$ cat src/rtl/spi_port_pkg.sv
package spi_port_pkg;

   typedef enum logic [1:0] {
      SEL_CTRL = 2'd0,
      SEL_STAT = 2'd1,
      SEL_DATA = 2'd2,
      SEL_NONE = 2'd3
   } reg_sel_e;

   typedef struct packed {
      logic ie;
      logic mst;
      logic en;
   } ctrl_t;

   localparam int CTRL_BITS = 3;

endpackage

$ cat src/rtl/spi_port_sync.sv
module spi_port_sync #(
   parameter int               WIDTH   = 1,
   parameter int               STAGES  = 2,
   parameter logic [WIDTH-1:0] RST_VAL = '0
) (
   input  logic             clk,
   input  logic             rst_n,
   input  logic [WIDTH-1:0] d,
   output logic [WIDTH-1:0] q
);

   if (STAGES < 2) begin : g_bad_stages
      $error("spi_port_sync: STAGES must be at least 2");
   end

   logic [WIDTH-1:0] stg [STAGES];

   for (genvar g = 0; g < STAGES; g++) begin : g_stage
      if (g == 0) begin : g_first
         always_ff @(posedge clk or negedge rst_n)
            if (!rst_n) stg[0] <= RST_VAL;
            else        stg[0] <= d;
      end else begin : g_next
         always_ff @(posedge clk or negedge rst_n)
            if (!rst_n) stg[g] <= RST_VAL;
            else        stg[g] <= stg[g-1];
      end
   end

   assign q = stg[STAGES-1];

endmodule

$ cat src/rtl/spi_port_mclk.sv
module spi_port_mclk #(
   parameter int CLK_DIV = 4
) (
   input  logic clk,
   input  logic rst_n,
   input  logic run,
   output logic sck,
   output logic rise_evt,
   output logic fall_evt
);

   localparam int HALF = CLK_DIV / 2;
   localparam int PW   = (CLK_DIV > 2) ? $clog2(CLK_DIV) : 1;

   if (CLK_DIV < 2 || (CLK_DIV % 2) != 0) begin : g_bad_div
      $error("spi_port_mclk: CLK_DIV must be even and at least 2");
   end

   logic [PW-1:0] ph;

   always_ff @(posedge clk or negedge rst_n)
      if (!rst_n)                          ph <= '0;
      else if (!run)                       ph <= '0;
      else if (ph == PW'(CLK_DIV - 1))     ph <= '0;
      else                                 ph <= ph + 1'b1;

   assign sck      = run && (ph >= PW'(HALF));
   assign rise_evt = run && (ph == PW'(HALF - 1));
   assign fall_evt = run && (ph == PW'(CLK_DIV - 1));

endmodule

$ cat src/rtl/spi_port.sv
module spi_port
   import spi_port_pkg::*;
#(
   parameter int DATA_W      = 8,
   parameter int CLK_DIV     = 4,
   parameter int SYNC_STAGES = 2
) (
   input  logic              clk,
   input  logic              rst_n,
   input  logic [1:0]        reg_sel,
   input  logic              wr_en,
   input  logic              rd_en,
   input  logic [DATA_W-1:0] wdata,
   output logic [DATA_W-1:0] rdata,
   output logic              irq,
   input  logic              irq_ack,
   input  logic              sck_i,
   output logic              sck_o,
   output logic              sck_oe,
   input  logic              mosi_i,
   output logic              mosi_o,
   output logic              mosi_oe,
   input  logic              miso_i,
   output logic              miso_o,
   output logic              miso_oe,
   input  logic              ss_i
);

   localparam int CW      = $clog2(DATA_W);
   localparam int ST_DONE = DATA_W - 1;
   localparam int ST_COLL = DATA_W - 2;

   if (DATA_W < CTRL_BITS || DATA_W < 3) begin : g_bad_width
      $error("spi_port: DATA_W too small for the register layout");
   end

   reg_sel_e          sel_e;
   ctrl_t             ctrl;
   logic              done_f, coll_f, armed, m_busy, rxb, sck_q;
   logic [DATA_W-1:0] shreg, rxbuf;
   logic [CW-1:0]     bitcnt;
   logic              ss_s, mosi_s, sck_s;
   logic              m_sck, m_rise, m_fall;
   logic              is_mst, is_slv, sel;
   logic              s_rise, s_fall, smp_evt, sft_evt, smp_bit, byte_done;
   logic              busy, wr_data, rd_data, rd_stat, load, collide, clr_seq;
   logic [DATA_W-1:0] next_sh;

   assign sel_e = reg_sel_e'(reg_sel);

   // pin synchronisers for clock-following mode (select resets inactive high)
   spi_port_sync #(.WIDTH(3), .STAGES(SYNC_STAGES), .RST_VAL(3'b100)) u_sync (
      .clk(clk), .rst_n(rst_n),
      .d({ss_i, mosi_i, sck_i}),
      .q({ss_s, mosi_s, sck_s})
   );

   spi_port_mclk #(.CLK_DIV(CLK_DIV)) u_mclk (
      .clk(clk), .rst_n(rst_n), .run(m_busy),
      .sck(m_sck), .rise_evt(m_rise), .fall_evt(m_fall)
   );

   assign is_mst  = ctrl.en &  ctrl.mst;
   assign is_slv  = ctrl.en & ~ctrl.mst;
   assign sel     = is_slv & ~ss_s;
   assign s_rise  = sel &  sck_s & ~sck_q;
   assign s_fall  = sel & ~sck_s &  sck_q;

   assign smp_evt   = is_mst ? m_rise : s_rise;
   assign sft_evt   = is_mst ? m_fall : s_fall;
   assign smp_bit   = is_mst ? miso_i : mosi_s;
   assign byte_done = sft_evt && (bitcnt == CW'(DATA_W - 1));
   assign next_sh   = {shreg[DATA_W-2:0], rxb};

   assign busy    = m_busy | (sel & (bitcnt != '0));
   assign wr_data = wr_en & (sel_e == SEL_DATA);
   assign rd_data = rd_en & (sel_e == SEL_DATA);
   assign rd_stat = rd_en & (sel_e == SEL_STAT);
   assign load    = wr_data & ~busy;
   assign collide = wr_data &  busy;
   assign clr_seq = armed & (wr_data | rd_data);

   // shift path shared by both modes
   always_ff @(posedge clk or negedge rst_n) begin
      if (!rst_n) begin
         shreg  <= '0;
         rxbuf  <= '0;
         rxb    <= 1'b0;
         bitcnt <= '0;
         m_busy <= 1'b0;
         sck_q  <= 1'b0;
      end else begin
         sck_q <= sck_s;
         if (load) begin
            shreg  <= wdata;
            bitcnt <= '0;
            if (is_mst) m_busy <= 1'b1;
         end else begin
            if (smp_evt) rxb <= smp_bit;
            if (sft_evt) begin
               shreg  <= next_sh;
               bitcnt <= byte_done ? '0 : bitcnt + 1'b1;
               if (byte_done) begin
                  rxbuf  <= next_sh;
                  m_busy <= 1'b0;
               end
            end
         end
         if (!is_mst)         m_busy <= 1'b0;
         if (!sel && !is_mst) bitcnt <= '0;
      end
   end

   // control and status
   always_ff @(posedge clk or negedge rst_n) begin
      if (!rst_n) begin
         ctrl   <= '0;
         done_f <= 1'b0;
         coll_f <= 1'b0;
         armed  <= 1'b0;
      end else begin
         if (wr_en && sel_e == SEL_CTRL) ctrl <= ctrl_t'(wdata[CTRL_BITS-1:0]);
         if (rd_stat && done_f) armed <= 1'b1;
         if (clr_seq)           armed <= 1'b0;
         if (clr_seq || irq_ack) done_f <= 1'b0;
         if (byte_done)          done_f <= 1'b1;
         if (clr_seq) coll_f <= 1'b0;
         if (collide) coll_f <= 1'b1;
      end
   end

   always_comb begin
      rdata = '0;
      case (sel_e)
         SEL_CTRL: rdata[CTRL_BITS-1:0] = ctrl;
         SEL_STAT: begin
            rdata[ST_DONE] = done_f;
            rdata[ST_COLL] = coll_f;
         end
         SEL_DATA: rdata = rxbuf;
         default:  rdata = '0;
      endcase
   end

   assign irq     = done_f & ctrl.ie;
   assign sck_o   = m_sck;
   assign mosi_o  = shreg[DATA_W-1];
   assign miso_o  = shreg[DATA_W-1];
   assign sck_oe  = is_mst;
   assign mosi_oe = is_mst;
   assign miso_oe = is_slv & ~ss_i;

endmodule

$ cat config.mk
export PLATFORM = sky130hd
export DESIGN_NAME = spi_port
export DESIGN_NICKNAME = d
export VERILOG_FILES = /design/src/rtl/spi_port_pkg.sv /design/src/rtl/spi_port_sync.sv /design/src/rtl/spi_port_mclk.sv /design/src/rtl/spi_port.sv
export SDC_FILE = /design/constraint.sdc
export NUM_CORES = 1
export LEC_CHECK = 0
export BUFFER_PORTS_ARGS = -buffer_cell sky130_fd_sc_hd__clkbuf_2
export CAP_MARGIN = 20
export CORE_UTILIZATION = 40
export CTS_CLUSTER_SIZE = 14
export DETAILED_ROUTE_END_ITERATION = 6
export PLACE_DENSITY = 0.67
export SLEW_MARGIN = 5
export SYNTH_ARGS = -nofsm -noshare
export SYNTH_HDL_FRONTEND = slang
export SYNTH_HIERARCHICAL = 1
export SYNTH_SLANG_ARGS = --single-unit
$ cat constraint.sdc
create_clock -name clk -period 2.13 [get_ports clk]
set_input_delay 0.213 -clock clk [delete_from_list [all_inputs] [get_ports clk]]
set_output_delay 0.213 -clock clk [all_outputs]
set_load 0.02 [all_outputs]
## After elaboration in Yosys (flattened, before gate mapping)

Cells that the tools add are included.

| operators by class | value |
|---|---|
| $add $sub $neg | 2 |
| $lt $le $gt $ge | 1 |
| eq/ne operators | 7 |
| mux-type cells | 24 |
| bitwise operators | 25 |
| reduce and logical (&&, ||, !) cells | 20 |

Operators with widths:

| kind | count |
|---|---|
| 1-bit bitwise AND | 16 |
| 8-bit two-way mux | 2 |
| 3-bit two-way mux | 5 |
| 1-bit two-way mux | 13 |
| 2-bit nonzero test | 4 |
| 1-bit logical AND | 7 |
| 1-bit inverter | 7 |
| 3-bit by 1-bit != test with 1-bit output (second input constant) | 2 |
| 3-bit one-hot mux with 2 select lines | 1 |
| 3-bit nonzero test | 2 |
| 2-bit by 1-bit == test with 1-bit output (second input constant) | 2 |
| 2-bit == test (second input constant) | 2 |
| 2-bit two-way mux | 2 |
| 2-bit one-hot mux with 2 select lines | 1 |
| 2-bit AND reduction | 2 |
| 3-bit by 1-bit adder with 3-bit output (second input constant) | 1 |
| 3-bit == test (second input constant) | 1 |
| 3-bit AND reduction | 1 |
| 2-bit by 1-bit adder with 2-bit output (second input constant) | 1 |
| 2-bit greater-or-equal comparator (second input constant) | 1 |
| 1-bit zero test | 2 |
| 2-bit zero test | 1 |
| 1-bit bitwise OR | 2 |
| 1-bit logical OR | 1 |

| word-level totals | value |
|---|---|
| flip-flop bits (word level) | 36 |
| output and inout bits | 15 |
| logic and storage cells | 94 |

## Logic depth before layout (Yosys ltp)

| logic depth | value |
|---|---|
| depth in word-level cells | 11 |
| gate-level depth with buffers | 7 |

## By module

Netlist, hierarchy kept.

Modules (own cells, without submodules):

| module | times used | cells an instance | area each (µm²) | seq. area each (µm²) |
|---|---|---|---|---|
| spi_port | 1 | 144 | 1481.4 | 700.7 |
| spi_port_sync | 1 | 9 | 175.2 | 152.6 |
| spi_port_mclk | 1 | 12 | 133.9 | 50.0 |

## Worst setup path before layout

No wires, ideal clock.

| timing path | value |
|---|---|
| path kind | register to register |
| start | register u_mclk.ph[0] |
| end | register rxbuf[0] |
| arrival time | 1.578 ns |
| data required time | 2.005 ns |
| setup slack | 0.427 ns |
| cell stages (with the launch flop) | 7 |
| path buffers | 0 |
| clock period less this slack | 1.703 ns |
| cell sequence | dfrtp_1 > ha_1 > and2_1 > and2_1 > o21a_2 > nand3_4 > mux2_2 |

| on the way | value |
|---|---|
| word-level cells in the longest chain between the ends | 5 |

Ends and longest elaborated chain:

| what | line | RTL |
|---|---|---|
| start, declared | spi_port_mclk.sv:19 | `logic [PW-1:0] ph;` |
| start signal, assigned | spi_port_mclk.sv:25 | `else ph <= ph + 1'b1;` |
| 2-bit == test (*) | spi_port_mclk.sv:29 | `assign fall_evt = run && (ph == PW'(CLK_DIV - 1));` |
| 1-bit logical AND (*) | spi_port_mclk.sv:29 |  |
| named net m_fall | spi_port.sv:43 | `logic m_sck, m_rise, m_fall;` |
| 1-bit two-way mux (*) | spi_port.sv:70 | `assign sft_evt = is_mst ? m_fall : s_fall;` |
| 1-bit logical AND | spi_port.sv:72 | `assign byte_done = sft_evt && (bitcnt == CW'(DATA_W - 1));` |
| 3-bit AND reduction (no source line) (*) | -- |  |
| end signal, assigned | spi_port.sv:104 | `rxbuf <= next_sh;` |
| end, declared | spi_port.sv:40 | `logic [DATA_W-1:0] shreg, rxbuf;` |

The timed path passes the listed nets; every way through them passes the cells marked *.
A chain may end at the register's enable or synchronous reset.

## Worst setup path in the final report

| timing path | value |
|---|---|
| start | register u_mclk.ph[0] |
| end | register rxbuf[3] |

Same word-level chain as after synthesis.

==> implementation parameters <==
Parameter                              Value

Drt
  1st-pass router iterations    5
  Vias/cell    between 5 and 6
  Detailed-route via count    ~1200
  Wirelength per Cell    approximately 13 µm
  Remaining design rule violation count    0
  DRC violation total after the first TritonRoute iteration    30
  Antenna Violating Nets Remaining    0
  Final routed wirelength across all metal layers    3210 µm

Worst setup path
  CP startpoint kind    register
  Required time of the worst setup path    about 2300 ps
  Most frequent cell on the critical path    sky130_fd_sc_hd__and2_1
  Cell-by-cell trace of the critical path    ha_1 -> and2_1 -> and2_1 -> o21a_2 -> nand3_4 -> mux2_2
  Critical path fanouts, max    12
  Start point of the critical path    u_mclk/ph[0]
  Crit Path Category    register to register
  Critical-path top delay cell    sky130_fd_sc_hd__dfrtp_1
  Worst reg-to-reg path cell count    6
  Reg2Reg Capture Point    rxbuf[3]
  Register-to-register setup slack    between 200 and 250 ps
  Launching point of the worst reg2reg path    u_mclk/ph[0]
  Worst Path Arrival    approximately 2100 ps
  Endpoint kind of the worst setup timing path    register
  Dominant delay contributor by cell family on the critical path    simple AND/OR/NAND/NOR gates
  Slowest stage delay, CP    around 420 ps
  Worst path buffer plus inverter count    0

Power
  Switching part of the total power    ~29%
  Sequential power share    a little over half
  Cell internal pwr    1080 µW
  Clk network pwr share    about 30%
  Combinational share of power    14.7%
  Net switching power    440 µW
  Maximum vdd drop    a little under 0.6 mV
  Leakage Power    between 0.001 and 0.0015 µW
  Total power divided by cell area    744 nW/µm²

Placed design
  Port buffer count    33
  RePlAce Congestion    around 0.75
  Detailed Place HPWL    2490 µm

Timing
  RSZ-0062 raised after global routing    no
  Rel. slew slack    a little over two fifths
  Slew Viols, Final    0
  Final setup violation count    0
  Setup_tns    0 ps
  Worst slew pin tran    slightly below 900 ps
  Min Tclk post-route    around 1900 ps
  Max Freq    about 530 MHz
  Portion of the clock cycle consumed by the worst path in the final layout    89.4%
  Worst hold slack after final layout    between 20 and 25 ps
  Clock skew after layout    3.80 ps
  Hold Fails Final Rpt    0

Min path
  Type of the tightest min-delay check    input port to register
  Launch point of the worst hold path    ss_i
  Endpoint of the worst hold-timing path    u_sync/stg[5]
  Cells on Worst Hold Path    1

CTS
  Clk sinks    36
  Clock latency on the worst-skew pair    280 ps
  Hold-fix buffers at CTS    0
  Number of buffers inserted by post-CTS setup repair    0
  Post-cts sizing count    0
  TritonCTS clock tree    done
  CTS root buffer    sky130_fd_sc_hd__clkbuf_8
  Clock transition at path regs    about 70 ps
  Number of levels in the clock H-tree    2
  Maximum clock insertion buffer count    2
  CTS Buf Count    5

Global routing
  Vias in the first global route    between 1000 and 1500
  Initial antenna violation count    0
  Total routing usage reported by global routing    between 10% and 20%
  Pin count of the biggest net entering global routing    37
  Overflow left after global routing    0
  First-pass GRT wire length    roughly 5300 µm

Floorplan
  Initial core utilization    43.2%
  Area of the core    ~4100 µm²
  Total I/O pin count    34
  Die height    around 69 µm
  Horizontal die dimension    just under 70 µm
  Number of standard-cell rows in the floorplan    23
  Die footprint    roughly 4700 µm²

Synth
  Total of flip-flops plus latches after synthesis    36
  Syn_nets    about 190
  Count of flip-flops with a built-in enable after synthesis    0
  Main synth FF type    sky130_fd_sc_hd__dfrtp_1
  Synthesis Warnings    6
  Syn Inst Count    between 150 and 200
  Avg Synthesized Cell Area    roughly 11 µm²
  Unique cell type count in the Yosys netlist    37
  Sequential-to-total area share from yosys stat    between 50% and 60%
  Combined area of all synthesized cells    approximately 1800 µm²
  Share of synthesized registers carrying an async set or reset    100%

Final layout
  Number of nets at the end of the flow    224
  Layout fillers    ~400
  Leading cell type in the layout, fill and taps excluded    sky130_fd_sc_hd__dfrtp_1
  Top library cells by usage in the layout, fill and taps aside    sky130_fd_sc_hd__dfrtp_1 (34), sky130_fd_sc_hd__clkbuf_2 (33), sky130_fd_sc_hd__nand2_1 (27)
  Fraction of final layout cells sized beyond drive strength 1    a little under a third
  P&R area growth vs syn    14.4%
  # diodes    0

Job
  Total of max-cap violations    0

Status
  Status    finished, final reports clean
-- stage by stage --
stage / utilization (%) / worst slack (ps) / cell area (µm²) / cells / total power [µW]
final: 49.4 / 226 / 2050 / 247 / 1520
after global routing: 49.4 / 143 / 2050 / 247 / 1610
after CTS: 49.4 / 233 / 2050 / 247 / 1540
after detailed placement: 47.3 / 238 / 1960 / 239 / 1080
after global placement: 47.3 / 277 / 1960 / 239 / 1070
after floorplan: - / 427 / 1790 / 165 / 1000
-- cell usage after synthesis (all sizes together), types with 2 or more instances --
master / instances / area, µm²
o211ai: 2 / 15.0
a22oi: 2 / 15.0
a21oi: 4 / 20.0
a22o: 3 / 26.3
nand2b: 2 / 20.0
dfrtp: 34 / 851
nor2b: 4 / 25.0
o21a: 2 / 16.3
nand3: 2 / 22.5
buf: 11 / 76.3
nand2: 27 / 101
a31oi: 10 / 62.6
and2: 7 / 43.8
dfstp: 2 / 52.6
inv: 10 / 37.5
ha: 9 / 113
mux2: 11 / 124
nor2: 10 / 37.5
-- sequential cells by signal, summed over array words and instances (netlist names) --
| name | flops |
|---|---|
| done_f | 1 |
| shreg | 8 |
| sck_q | 1 |
| ctrl | 3 |
| u_sync/q | 3 |
| rxb | 1 |
| rxbuf | 8 |
| armed | 1 |
| u_sync/stg | 3 |
| u_mclk/ph | 2 |
| bitcnt | 3 |
| m_busy | 1 |
| coll_f | 1 |
-- cell families after synthesis --
kind of cell,after synthesis,synth area share (%)
AO/OA/AOI/OAI,28,11.7
adder cells (fa/ha/maj),9,6.29
multiplexers,12,7.48
buffers and inverters,22,6.57
AND/OR/NAND/NOR,58,17.5
flip-flops,36,50.5
-- power groups by stage --
stage | Sequential (µW) | Combinational, µW | Clock (µW)
3_5_place_dp | 847 | 229 | 0
4_1_cts | 834 | 230 | 480
5_1_grt | 849 | 256 | 500
3_3_place_gp | 845 | 223 | 0
2_1_floorplan | 810 | 189 | 0
6_report | 835 | 224 | 465
-- metal layers --
layer / track usage, % / vias up / part of all wire, %
li1: - / 619 / -
met1: 21.0 / 594 / 47
met2: 24.8 / 25 / 47
met3: 3.62 / 5 / 3.9
met4: 5.10 / 0 / 1.2
met5: 0 / - / 0
-- how the worst max path moves through the flow --
stage / to / slack (ps) / cells past startpoint
6_report: rxbuf[3] / 230 / 6
5_1_grt: rxbuf[5] / 140 / 6
4_1_cts: rxbuf[3] / 230 / 6
3_5_place_dp: rxbuf[3] / 240 / 6
3_3_place_gp: rxbuf[7] / 280 / 6
2_1_floorplan: rxbuf[0] / 430 / 6
-- area by class of cell --
| type | count | area, µm² | area share [%] |
|---|---|---|---|
| clock buffers | 5 | 68.8 | 3.36 |
| clock inverters | 3 | 18.8 | 0.916 |
| inverters | 10 | 37.5 | 1.83 |
| multi-input cells | 107 | 769 | 37.6 |
| flip-flops and latches | 36 | 903 | 44.1 |
| well taps | 50 | 62.6 | 3.05 |
| repair buffers | 36 | 188 | 9.16 |
(Power assumes the default switching activity.)
